===== config.mk =====
export PLATFORM = sky130hd
export DESIGN_NAME = pcs_rx_decoder
export DESIGN_NICKNAME = d
export VERILOG_FILES = /design/src/rtl/pcs_rx_pkg.sv /design/src/rtl/pcs_cg_classify.sv /design/src/rtl/pcs_rx_ctrl.sv /design/src/rtl/pcs_rx_decoder.sv
export SDC_FILE = /design/constraint.sdc
export NUM_CORES = 1
export LEC_CHECK = 0
export BUFFER_PORTS_ARGS = -buffer_cell sky130_fd_sc_hd__buf_2
export CAP_MARGIN = 20
export CORE_MARGIN = 5
export CORE_UTILIZATION = 57
export CTS_BUF_LIST = sky130_fd_sc_hd__clkbuf_16
export DETAILED_ROUTE_END_ITERATION = 8
export GPL_TIMING_DRIVEN = 0
export HOLD_SLACK_MARGIN = 0.02
export MAX_ROUTING_LAYER = met4
export PLACE_DENSITY = 0.83
export SLEW_MARGIN = 10
export SYNTH_ARGS = -nofsm -noshare
export SYNTH_HDL_FRONTEND = slang
export SYNTH_HIERARCHICAL = 1
export SYNTH_SLANG_ARGS = --single-unit

===== constraint.sdc =====
create_clock -name clk -period 4.9 [get_ports clk]
set_input_delay 0.98 -clock clk [delete_from_list [all_inputs] [get_ports clk]]
set_output_delay 0.98 -clock clk [all_outputs]
set_load 0.02 [all_outputs]

===== src/rtl/pcs_rx_pkg.sv =====
package pcs_rx_pkg;
  localparam int CG_W  = 5;
  localparam int NIB_W = 4;

  localparam logic [CG_W-1:0] CODE_IDLE = 5'b11111;
  localparam logic [CG_W-1:0] CODE_J    = 5'b11000;
  localparam logic [CG_W-1:0] CODE_K    = 5'b10001;
  localparam logic [CG_W-1:0] CODE_T    = 5'b01101;
  localparam logic [CG_W-1:0] CODE_R    = 5'b00111;

  typedef enum logic [2:0] {
    KIND_DATA, KIND_IDLE, KIND_J, KIND_K, KIND_T, KIND_R, KIND_BAD
  } cg_kind_t;

  typedef enum logic [1:0] {
    ST_HUNT, ST_SSD2, ST_FRAME, ST_SKIP_R
  } rx_state_t;

  typedef struct packed {
    logic             dv;
    logic             er;
    logic [NIB_W-1:0] nib;
  } mii_word_t;
endpackage


===== src/rtl/pcs_cg_classify.sv =====
module pcs_cg_classify
  import pcs_rx_pkg::*;
(
  input  logic [CG_W-1:0]  cg,
  output cg_kind_t         kind,
  output logic [NIB_W-1:0] nib
);
  always_comb begin
    kind = KIND_DATA;
    nib  = '0;
    unique case (cg)
      5'b11110: nib = 4'h0;
      5'b01001: nib = 4'h1;
      5'b10100: nib = 4'h2;
      5'b10101: nib = 4'h3;
      5'b01010: nib = 4'h4;
      5'b01011: nib = 4'h5;
      5'b01110: nib = 4'h6;
      5'b01111: nib = 4'h7;
      5'b10010: nib = 4'h8;
      5'b10011: nib = 4'h9;
      5'b10110: nib = 4'hA;
      5'b10111: nib = 4'hB;
      5'b11010: nib = 4'hC;
      5'b11011: nib = 4'hD;
      5'b11100: nib = 4'hE;
      5'b11101: nib = 4'hF;
      CODE_IDLE: kind = KIND_IDLE;
      CODE_J:    kind = KIND_J;
      CODE_K:    kind = KIND_K;
      CODE_T:    kind = KIND_T;
      CODE_R:    kind = KIND_R;
      default:   kind = KIND_BAD;
    endcase
  end
endmodule


===== src/rtl/pcs_rx_ctrl.sv =====
module pcs_rx_ctrl
  import pcs_rx_pkg::*;
#(
  parameter logic [NIB_W-1:0] SSD_NIB = 4'b0101,
  parameter logic [NIB_W-1:0] FC_NIB  = 4'b1110
) (
  input  logic             clk,
  input  logic             rst_n,
  input  logic             adv,
  input  cg_kind_t         held_kind,
  input  logic [NIB_W-1:0] held_nib,
  input  logic [CG_W-1:0]  next_cg,
  output mii_word_t        word
);
  rx_state_t state_q, state_d;
  logic      spoil_q, spoil_d;
  mii_word_t word_d;

  always_comb begin
    state_d = state_q;
    spoil_d = spoil_q;
    word_d  = '{dv: 1'b0, er: 1'b0, nib: '0};
    unique case (state_q)
      ST_HUNT: begin
        if (held_kind == KIND_J) begin
          if (next_cg == CODE_K) begin
            word_d  = '{dv: 1'b1, er: 1'b0, nib: SSD_NIB};
            state_d = ST_SSD2;
          end else begin
            word_d  = '{dv: 1'b0, er: 1'b1, nib: FC_NIB};
          end
        end
      end
      ST_SSD2: begin
        word_d  = '{dv: 1'b1, er: 1'b0, nib: SSD_NIB};
        spoil_d = 1'b0;
        state_d = ST_FRAME;
      end
      ST_FRAME: begin
        unique case (held_kind)
          KIND_DATA: word_d = '{dv: 1'b1, er: spoil_q, nib: spoil_q ? '0 : held_nib};
          KIND_T: begin
            word_d.er = (next_cg != CODE_R);
            state_d   = (next_cg == CODE_R) ? ST_SKIP_R : ST_HUNT;
            spoil_d   = 1'b0;
          end
          KIND_IDLE: begin
            word_d.er = 1'b1;
            state_d   = ST_HUNT;
            spoil_d   = 1'b0;
          end
          default: begin
            word_d  = '{dv: 1'b1, er: 1'b1, nib: '0};
            spoil_d = 1'b1;
          end
        endcase
      end
      ST_SKIP_R: state_d = ST_HUNT;
      default:   state_d = ST_HUNT;
    endcase
  end

  always_ff @(posedge clk) begin
    if (!rst_n) begin
      state_q <= ST_HUNT;
      spoil_q <= 1'b0;
      word    <= '{dv: 1'b0, er: 1'b0, nib: '0};
    end else if (adv) begin
      state_q <= state_d;
      spoil_q <= spoil_d;
      word    <= word_d;
    end
  end
endmodule


===== src/rtl/pcs_rx_decoder.sv =====
module pcs_rx_decoder
  import pcs_rx_pkg::*;
#(
  parameter logic [NIB_W-1:0] SSD_NIB = 4'b0101,
  parameter logic [NIB_W-1:0] FC_NIB  = 4'b1110
) (
  input  logic             clk,
  input  logic             rst_n,
  input  logic             cg_valid,
  input  logic [CG_W-1:0]  cg_data,
  output logic [NIB_W-1:0] rxd,
  output logic             rx_dv,
  output logic             rx_er,
  output logic             rx_stb
);
  logic [CG_W-1:0]  held_q;
  cg_kind_t         held_kind;
  logic [NIB_W-1:0] held_nib;
  mii_word_t        word;

  always_ff @(posedge clk) begin
    if (!rst_n) begin
      held_q <= CODE_IDLE;
      rx_stb <= 1'b0;
    end else begin
      rx_stb <= cg_valid;
      if (cg_valid) held_q <= cg_data;
    end
  end

  pcs_cg_classify u_cls (
    .cg   (held_q),
    .kind (held_kind),
    .nib  (held_nib)
  );

  pcs_rx_ctrl #(.SSD_NIB(SSD_NIB), .FC_NIB(FC_NIB)) u_ctrl (
    .clk       (clk),
    .rst_n     (rst_n),
    .adv       (cg_valid),
    .held_kind (held_kind),
    .held_nib  (held_nib),
    .next_cg   (cg_data),
    .word      (word)
  );

  assign rxd   = word.nib;
  assign rx_dv = word.dv;
  assign rx_er = word.er;
endmodule


Word-level counts from Yosys, hierarchy flattened
Cells that the tools add are included.

storage, ports and cells
  flip-flop bits (word level) = 15
  input bits = 8
  output and inout bits = 7
  word-level logic and storage cells = 64

operators by class
  equality and inequality tests = 34
  multiplexer cells = 16
  reduce and logical (&&, ||, !) cells = 7

operator list
  operator                                                                  count
  5-bit equality test (second input constant)                               15
  4-bit one-hot mux with 15 select lines                                    1
  5-bit by 4-bit equality test with 1-bit output (second input constant)    6
  3-bit one-hot mux with 6 select lines                                     1
  6-bit one-hot mux with 3 select lines                                     1
  16-bit OR reduction                                                       1
  6-bit two-way mux                                                         2
  5-bit by 3-bit equality test with 1-bit output (second input constant)    2
  4-bit two-way mux                                                         2
  2-bit one-hot mux with 4 select lines                                     1
  2-bit two-way mux                                                         3
  1-bit one-hot mux with 2 select lines                                     3
  5-bit by 3-bit inequality test with 1-bit output (second input constant)  1
  2-bit equality test (second input constant)                               2
  2-bit by 1-bit inequality test with 1-bit output (second input constant)  2
  2-bit one-hot mux with 2 select lines                                     1
  4-bit AND reduction                                                       1
  3-bit by 1-bit equality test with 1-bit output (second input constant)    1
  3-bit by 2-bit equality test with 1-bit output (second input constant)    1
  3-bit equality test (second input constant)                               1
  3-bit zero test                                                           1
  3-bit by 1-bit inequality test with 1-bit output (second input constant)  1
  3-bit AND reduction                                                       1
  2-bit by 1-bit equality test with 1-bit output (second input constant)    1
  5 further kinds                                                           5

Longest topological paths before layout
Gate-level depths: netlist of the first run.

  depth in word-level cells = 7
  mapped depth = 8

Cells and area by module
Netlist of the first run, hierarchy kept.

by module, submodules not included
  module           times used  cells an instance  area an instance (um2)
  pcs_rx_ctrl      1           71                 620.6
  pcs_cg_classify  1           30                 212.7
  pcs_rx_decoder   1           18                 207.7

Worst setup path after synthesis of the first run
Ideal clock, no wire load.

  path type = register to register
  start point = register held_q[3]
  end point = register u_ctrl.state_q[1]
  setup time = 0.120 ns
  arrival = 1.815 ns
  data required time = 4.780 ns
  slack = 2.965 ns
  stages on the path, launching flop included = 8
  path buffers = 1
  clock period less this slack = 1.935 ns
  cell sequence = dfxtp_1 -> buf_6 -> or2_4 -> a222oi_1 -> nor3b_2 -> nand4b_1 -> a31oi_1 -> nor3b_2

on the way
  longest elaborated chain between the ends = 6

RTL lines
  element                                                                                       RTL line               source
  start, declared                                                                               pcs_rx_decoder.sv:16   logic [CG_W-1:0] held_q;
  start signal, assigned                                                                        pcs_rx_decoder.sv:27   if (cg_valid) held_q <= cg_data;
  5-bit equality test / 5-bit by 4-bit equality test with 1-bit output (equally long branches)  pcs_cg_classify.sv:11  unique case (cg)
  16-bit OR reduction (no line)                                                                 n/a
  3-bit one-hot mux with 6 select lines *                                                       pcs_cg_classify.sv:11
  via held_kind[1]                                                                              pcs_rx_decoder.sv:17   cg_kind_t held_kind;
  3-bit by 1-bit equality test with 1-bit output (tied with other cells)                        pcs_rx_ctrl.sv:40      unique case (held_kind)
  2-bit one-hot mux with 2 select lines (tied with other cells)                                 pcs_rx_ctrl.sv:40
  2-bit one-hot mux with 4 select lines / 4-bit AND reduction (equally long branches)           n/a
  end signal, assigned                                                                          pcs_rx_ctrl.sv:69      state_q <= state_d;
  end, declared                                                                                 pcs_rx_ctrl.sv:15      rx_state_t state_q, state_d;

The timed path passes the listed nets; every way through them passes the cells marked *.
A chain may end at the register's enable or synchronous reset.

Worst setup path after layout of the first run
  start point = register held_q[3]
  end point = register u_ctrl/word[3] (netlist name)

on the way
  longest elaborated chain between the ends = 6

RTL lines
  element                                                                                       RTL line                              source
  5-bit equality test / 5-bit by 4-bit equality test with 1-bit output (equally long branches)  pcs_cg_classify.sv:11
  16-bit OR reduction (no line)                                                                 n/a
  3-bit one-hot mux with 6 select lines *                                                       pcs_cg_classify.sv:11
  via held_kind[1]                                                                              pcs_rx_decoder.sv:17
  3-bit by 2-bit equality test with 1-bit output / 3-bit zero test (equally long branches)      pcs_rx_ctrl.sv:25, pcs_rx_ctrl.sv:40
  6-bit two-way mux / 4-bit two-way mux (equally long branches)                                 pcs_rx_ctrl.sv:25, pcs_rx_ctrl.sv:40
  6-bit one-hot mux with 3 select lines *                                                       pcs_rx_ctrl.sv:23                     unique case (state_q)

Marked as above.

==> flow_metrics.tcl, run 1 <==
set metrics [dict create \
    grt_pass1_vias 922 \
    grt_pass1_wl_um 3970 \
    synth_ff_type "dfxtp_1" \
    syn-num-nets 127 \
    setup_viol 0 \
    critPathMaxStageDelay_ps 570 \
    leakage_nw 0.522 \
    min_period_ps 2310 \
    dr.pass1.iters 4 \
    synthTopCellsByArea "dfxtp_1 (29%), buf_6 (5.4%), nand2_1 (5.0%)" \
    die_w_um 52.7 \
    synthTopCellsByCount "dfxtp_1 (15), nand2_1 (14), a21oi_1 (8)" \
    rows 15 \
    cts_setup_buffers 0 \
    fillers 143 \
    cts_resized 0 \
    hold_path_end "u_ctrl/word[1]" \
    synth.distinct_cells 43 \
    hold_path_startpoint "u_ctrl/word[1]" \
    drt-initial-drc-count 22 \
    rsz0062_at_grt "no" \
    powerDensity_nw_per_um2 293 \
    area_growth_pct 17.3 \
    avgSynthCellArea_um2 8.75 \
    drv_slew 0 \
    max_freq_ghz 0.432 \
    grt_use_met1 0.222 \
    nNetsFinal 146 \
    reg2reg_from "held_q[3]" \
    drt_wl_total_um 2290 \
    path_cells "buf_6 -> or2_4 -> a222oi_1 -> nor3b_2 -> o211ai_1 -> a21boi_1 -> o21ai_1" \
    final_antenna_net_count 0 \
    hold_slack_ps 441 \
    holdCritPathClass "register to register" \
    layout_setup_ws_ps 2590 \
    cap_violations 0 \
    cts_sinks 15 \
    coreArea_um2 1730 \
    use_met3 0.0456 \
    fp.dieH_um 52.7 \
    port_buffers 14 \
    endpoint_kind "register" \
    cts_tree "built" \
    gr-total-overflow 0 \
    syn_area_um2 1040 \
    relSlewSlack 0.541 \
    finish.instance_area_um2 1220 \
    finalHoldViolCount 0 \
    reg2reg_depth 7 \
    route.detailed.drc 0 \
    globalRouteMet2Util 0.329 \
    async_reset_ff_frac 0 \
    route.vias.total 948 \
    grt_max_degree 15 \
    htreeDepth 1 \
    yosysSeqAreaShare 0.288 \
    cts_buffers 3 \
    worst_r2r_endpoint "u_ctrl/word[3]" \
    status "finished clean" \
    worst-setup-path-type "register to register" \
    synth_top_area_frac 0.288 \
    grt.total_usage 0.196 \
    synth_edf_count 0 \
    yosys.cell_count.top_type "dfxtp_1" \
    worst_setup_path_start_kind "register" \
    clock-root-buffer "clkbuf_16" \
    clk_pin_slew_ps 50 \
    fin_skew_ps 1.49 \
    wl_per_cell_um 14.1 \
    worst-endpoint-required_ps 5070 \
    stdcell_count 162 \
    place_area_um2 1140 \
    post-route-period-util 0.472 \
    die-area_um2 2780 \
    slowest_stage "a222oi_1" \
    viasPerCell 5.85 \
    ios 15 \
    diodes 0 \
    ir_drop_uv 177 \
    crit_arrival_ps 2490 \
    synth_warnings 6 \
    ctsHoldBuffers 0 \
    netlist_instances 119 \
    dp_cells 158 \
    synth_area_leader_cell "dfxtp_1" \
    reg2reg_slack_ps 2590 \
    ys_seq_elements 15 \
    start_util 0.603 \
    dp.final_hpwl_um 1660 \
    hold_depth 2 \
    cp_max_fo 9 \
    antenna_found_initial 0 \
    tns_ps 0 \
    gp_congestion 0.826 \
    clock_latency_ps 240 \
    worst_pin_slew_ps 689 \
    drive_above_1_share 0.255 \
    grt_most_used_layer "met2" \
    dp_slack_ps 2630 \
    cts_max_path_buffers 2 \
]
[per-stage QoR]
stage	util	total power, W
5_1_grt	0.707	0.000375
6_report	0.707	0.000358
3_5_place_dp	0.662	0.000205
4_1_cts	0.707	0.000359
2_1_floorplan	-	0.000188
3_3_place_gp	0.662	0.000203
[flip-flops by register name, indices dropped and copies added (netlist names)]
name and cells:
u_ctrl/state_q 2, rx_stb 1, u_ctrl/word 6, held_q 5, u_ctrl/spoil_q 1
[cells in the final DEF (no fill, tap or decap), types with 5 or more instances in the layout]
| cell type | instances |
|---|---|
| nand2_1 | 14 |
| buf_6 | 5 |
| dfxtp_1 | 15 |
| a21oi_1 | 8 |
| nor2b_1 | 5 |
| o21ai_0 | 5 |
| buf_2 | 17 |
| inv_1 | 5 |
| nor2_1 | 6 |
| mux2i_1 | 5 |
[cell type report]
class                      count  area (um2)  share of cell area
buffer                         8        71.3              0.0584
clock buffer                   3        75.1              0.0615
clock inverter                 1        3.75             0.00307
inverter                       4        15.0              0.0123
multi-input combinational     92         654               0.536
sequential                    15         300               0.246
tap                           25        31.3              0.0256
timing repair buffer          14        70.1              0.0574
[metal layers]
metal | vias to the layer above | wire (um)
met5 | - | 0
met4 | 0 | 25
met3 | 4 | 123
met2 | 29 | 1110
met1 | 445 | 1030
li1 | 470 | -
[worst max-delay path, delay by kind of cell (launching register included)]
family | cells | cell delay (ps)
AO/OA/AOI/OAI | 4 | 1090
flip-flops | 1 | 320
buffers and inverters | 1 | 140
AND/OR/NAND/NOR | 2 | 700
[kinds of logic (layout without fill, tap and decap cells)]
logic type / count (synthesis) / count (layout) / share of synthesized area
buf+inv: 12 / 30 / 0.0829
simple gates: 46 / 46 / 0.290
xor+xnor: 5 / 5 / 0.0421
flops: 15 / 15 / 0.288
compound gates: 36 / 36 / 0.249
mux: 5 / 5 / 0.0481
[power breakdown]
part	total, W	internal, W	switching, W
logic	0.0000732	0.0000323	0.0000409
clock network	0.000153	0.000108	0.0000456
registers	0.000132	0.000128	0.00000396
[how the worst max path moves through the flow]
| stage | start | end | slack [ps] |
|---|---|---|---|
| global route | held_q[3] | u_ctrl/word[1] | 2400 |
| global placement | held_q[3] | u_ctrl/word[1] | 2710 |
| CTS | held_q[3] | u_ctrl/word[3] | 2630 |
| floorplan | held_q[3] | u_ctrl/state_q[1] | 2970 |
| detailed placement | held_q[3] | u_ctrl/word[3] | 2630 |
| finish | held_q[3] | u_ctrl/word[3] | 2590 |
(Power assumes the default switching activity.)
==> run 2: changes to the inputs <==
CORE_UTILIZATION = 50   (was 57)
PLACE_DENSITY = 0.77   (was 0.83)
clock period = 1.95 ns   (was 4.9 ns; I/O delays follow)
==> flow_metrics.tcl, run 2 (same netlist as run 1, synthesis figures left out) <==
set metrics [dict create \
    grt_pass1_vias 887 \
    ctsHoldBuffers 0 \
    top_regs "u_ctrl/word: 6 flops, held_q: 5 flops, u_ctrl/state_q: 2 flops" \
    nNetsFinal 156 \
    crit_arrival_ps 2170 \
    worst_r2r_endpoint "u_ctrl/state_q[0]" \
    coreArea_um2 1980 \
    register_area_um2 310 \
    finalHoldViolCount 0 \
    worst-endpoint-required_ps 2120 \
    holdCritPathClass "primary input to register" \
    grt_max_degree 15 \
    critPathLaunch "held_q[4]" \
    endpoint "u_ctrl/state_q[0]" \
    antenna_found_initial 0 \
    worst_pin_slew_ps 365 \
    dp_slack_ps -274 \
    min_period_ps 2010 \
    layout_setup_ws_ps -56.3 \
    viasPerCell 5.81 \
    cp_max_fo 6 \
    reg2reg_depth 8 \
    reg2reg_slack_ps -60 \
    hold_slack_ps 414 \
    leakage_nw 0.567 \
    clock_latency_ps 240 \
    dr.pass1.iters 4 \
    port_buffers 14 \
    cts_buffers 3 \
    reg2reg_from "held_q[4]" \
    largest_reg_flops 6 \
    die-area_um2 3090 \
    fin_skew_ps 5.81 \
    fillers 144 \
    cts_sinks 15 \
    clk_pin_slew_ps 50 \
    final_antenna_net_count 0 \
    cts_tree "built" \
    endpoint_kind "register" \
    drt-initial-drc-count 39 \
    rsz0062_at_grt "yes" \
    layout_commonest_cell "buf_2" \
    powerDensity_nw_per_um2 691 \
    rows 16 \
    grt.total_usage 0.171 \
    setup_viol 3 \
    fp.dieH_um 55.6 \
    dp.final_hpwl_um 1630 \
    status "finished, violations left" \
    route.vias.total 1011 \
    worst-setup-path-type "register to register" \
    worst_setup_path_start_kind "register" \
    cap_violations 0 \
    wl_per_cell_um 16.2 \
    relSlewSlack 0.753 \
    gr-total-overflow 0 \
    gp_congestion 0.851 \
    post-route-period-util 1.03 \
    multiInputGateArea_um2 701 \
    diodes 0 \
    htreeDepth 1 \
    top_register "u_ctrl/word" \
    area_growth_pct 30.2 \
    violations "setup timing" \
    die_w_um 55.6 \
    drt_wl_total_um 2810 \
    max_freq_ghz 0.498 \
    drive_above_1_share 0.395 \
    final_cell_mix "buf_2 (16), nand2_1 (13), buf_4 (12), dfxtp_1 (11), a21oi_1 (7)" \
    ir_drop_uv 614 \
    route.detailed.drc 0 \
    start_util 0.525 \
    ios 15 \
    cts_max_path_buffers 2 \
    drv_slew 0 \
    grt_pass1_wl_um 4130 \
    clock-root-buffer "clkbuf_16" \
]
run 2: where the power goes:
| group | switching [W] | total, W | leakage [nW] | internal (W) |
|---|---|---|---|---|
| Combinational | 0.000113 | 0.000209 | 0.404 | 0.0000959 |
| Clock | 0.000118 | 0.000391 | 0.0409 | 0.000273 |
| Sequential | 0.0000162 | 0.000337 | 0.122 | 0.000320 |
| Total | 0.000248 | 0.000937 | 0.567 | 0.000689 |
run 2: worst min-delay path by stage:
stage              startpoint  slack (ps)  depth (start not counted)        endpoint
2_1_floorplan       held_q[1]         430                          2       held_q[1]
3_3_place_gp   u_ctrl/word[1]         440                          2  u_ctrl/word[1]
4_1_cts            cg_data[2]         410                          3       held_q[2]
6_report           cg_data[2]         410                          3       held_q[2]
5_1_grt            cg_data[0]         430                          3       held_q[0]
3_5_place_dp   u_ctrl/word[1]         440                          2  u_ctrl/word[1]
run 2: through the flow:
step	power, W	area (um2)	setup TNS, ps	utilization	cells
6_report	0.000937	1360	-129	0.684	174
5_1_grt	0.000984	1360	-764	0.684	174
4_1_cts	0.000926	1290	0	0.652	170
3_5_place_dp	0.000516	1140	-1760	0.578	160
3_3_place_gp	0.000510	1140	-1600	0.578	160
2_1_floorplan	0.000473	1040	0	-	119
run 2: repair_timing:
action / in CTS / in global routing
gates resized for setup: 7 / 13
pin swaps: 6 / 14
endpoints found under the setup margin: 9 / 9
buffers inserted: 6 / 8
run 2: layout make-up:
class / count / share of cell area
Sequential cell: 15 / 0.229
Clock buffer: 3 / 0.0554
Clock inverter: 1 / 0.00369
Buffer: 5 / 0.0323
Timing Repair Buffer: 27 / 0.127
Tap cell: 27 / 0.0249
Multi-Input combinational cell: 92 / 0.517
Inverter: 4 / 0.0111
run 2: worst max-delay path, stage by stage (launching register included):
cell and delay [ps]:
dfxtp_4 350, buf_6 130, buf_4 150, o221a_1 290, o21ai_4 250, nor3b_1 110, o41ai_2 310, o221ai_1 160
a31oi_1 170
run 2: layer usage:
layer	share of wire	GRT usage	up-vias
met5	0	-	-
met1	0.41	0.199	486
met4	0.013	0.0521	0
met3	0.031	0.0371	6
met2	0.54	0.294	29
li1	-	-	490
==> run 3: changes to the inputs <==
MAX_ROUTING_LAYER = default   (was met4)
PLACE_DENSITY = 0.78   (was 0.77)
==> flow_metrics.tcl, run 3 (same netlist as run 1, synthesis figures left out) <==
set metrics [dict create \
    status "finished, violations left" \
    violations "setup timing" \
    relSlewSlack 0.723 \
    critPathMaxStageDelay_ps 360 \
    final_antenna_net_count 0 \
    cts_tree "built" \
    top_register "u_ctrl/word" \
    clock-root-buffer "clkbuf_16" \
    pwr-share-comb 0.231 \
    setup_viol 5 \
    nNetsFinal 157 \
    layout_setup_ws_ps -31.6 \
    endpoint_kind "register" \
    hold_path_startpoint "cg_data[2]" \
    cts_buffers 3 \
    grt_max_degree 15 \
    die_w_um 55.6 \
    worst-endpoint-required_ps 2120 \
    rsz0062_at_grt "yes" \
    cp_max_fo 6 \
    worst_setup_path_start_kind "register" \
    die-area_um2 3090 \
    antenna_found_initial 0 \
    area_growth_pct 32.8 \
    htreeDepth 1 \
    clock_latency_ps 240 \
    grt_pass1_wl_um 4110 \
    fin_skew_ps 0.676 \
    top_regs "u_ctrl/word: 6 flops, held_q: 5 flops, u_ctrl/state_q: 2 flops" \
    post-route-period-util 1.02 \
    finalPower_w 0.000944 \
    max_freq_ghz 0.505 \
    drt_wl_total_um 2890 \
    ctsHoldBuffers 0 \
    worst-setup-path-type "register to register" \
    fp.dieH_um 55.6 \
    ir_drop_uv 593 \
    powerDensity_nw_per_um2 683 \
    drt-initial-drc-count 36 \
    cts_sinks 15 \
    swShare 0.267 \
    ios 15 \
    largest_reg_flops 6 \
    fillers 144 \
    drv_slew 0 \
    route.vias.total 1044 \
    critPathLaunch "held_q[4]" \
    grt.total_usage 0.163 \
    drive_above_1_share 0.405 \
    p_clk_frac 0.413 \
    dp_slack_ps -264 \
    diodes 0 \
    viasPerCell 5.97 \
    start_util 0.525 \
    gr-total-overflow 0 \
    slowest_stage "dfxtp_4" \
    p_sw_w 0.000252 \
    coreArea_um2 1980 \
    dp.final_hpwl_um 1670 \
    final_cell_mix "buf_2 (16), nand2_1 (12), buf_4 (12), dfxtp_1 (11), nor2_1 (6)" \
    layout_commonest_cell "buf_2" \
    dr.pass1.iters 4 \
    wl_per_cell_um 16.5 \
    rows 16 \
    cts_max_path_buffers 2 \
    route.detailed.drc 0 \
    path_cells "buf_8 -> buf_4 -> o221a_1 -> o21ai_4 -> nor3b_2 -> o41ai_2 -> o221ai_1 -> a31oi_1" \
    p_int_w 0.000692 \
    finalHoldViolCount 0 \
    min_period_ps 1980 \
    worst_pin_slew_ps 410 \
    gp_congestion 0.790 \
    p_seq_frac 0.356 \
    leakage_nw 0.586 \
    port_buffers 14 \
    reg2reg_from "held_q[4]" \
    cap_violations 0 \
    holdCritPathClass "primary input to register" \
    grt_pass1_vias 936 \
    clk_pin_slew_ps 50 \
    crit_arrival_ps 2150 \
]
run 3: cell count changes in the layout (fill, tap and decap cells not counted), sizes merged:
cell    before  now
inv          4    5
buf         32   33
clkinv       1    0
run 3: critical path: cells and delay by family, from the launching register on:
kind                   cells  cell delay, ps
buffers and inverters      2             260
and+or+nand+nor            1              90
AOI/OAI and AO/OA          5            1200
DFF                        1             360
run 3: layout make-up:
cell class / instances / area, um2 / share of cell area
flip-flops and latches: 15 / 313 / 0.226
multi-input cells: 92 / 712 / 0.515
inverters: 4 / 15.0 / 0.0109
well taps: 27 / 33.8 / 0.0244
repair buffers: 27 / 171 / 0.124
plain buffers: 6 / 58.8 / 0.0425
clock inverters: 1 / 3.75 / 0.00271
clock buffers: 3 / 75.1 / 0.0543
run 3: routing by layer:
metal	vias to the layer above	GRT usage	wire length [um]
li1	496	-	-
met1	498	0.184	1170
met2	42	0.275	1490
met3	8	0.0278	157
met4	0	0.115	71
met5	-	0	0
run 3: path summary, 6_finish.rpt:
path / endpoint / cells after the start / slack, ps
max: u_ctrl/state_q[0] / 8 / -30
min: held_q[2] / 3 / 410
max reg2reg: u_ctrl/state_q[0] / 8 / -30
min reg2reg: u_ctrl/word[1] / 2 / 440
run 3: power by group through the flow:
stage / Clock (W) / Sequential (W) / Combinational (W)
2_1_floorplan: 0 / 0.000340 / 0.000133
3_3_place_gp: 0 / 0.000336 / 0.000174
3_5_place_dp: 0 / 0.000336 / 0.000179
4_1_cts: 0.000402 / 0.000330 / 0.000184
5_1_grt: 0.000417 / 0.000338 / 0.000234
6_report: 0.000390 / 0.000336 / 0.000218
run 3: repair_timing:
item | in CTS | in global routing
setup buffers | 1 | 12
gates resized for setup | 1 | 25
pin swaps | 1 | 14
gates cloned | 0 | 0
setup endpoints to repair | 8 | 9
run 3: per-stage QoR:
stage / area [um2] / instances / setup TNS [ps] / util / hold WS (ps)
finish: 1380 / 175 / -93.1 / 0.698 / 415
global route: 1380 / 175 / -698 / 0.698 / 448
CTS: 1240 / 165 / 0 / 0.624 / 409
detailed placement: 1140 / 160 / -1560 / 0.578 / 437
global placement: 1140 / 160 / -1610 / 0.578 / 437
floorplan: 1040 / 119 / 0 / - / 434
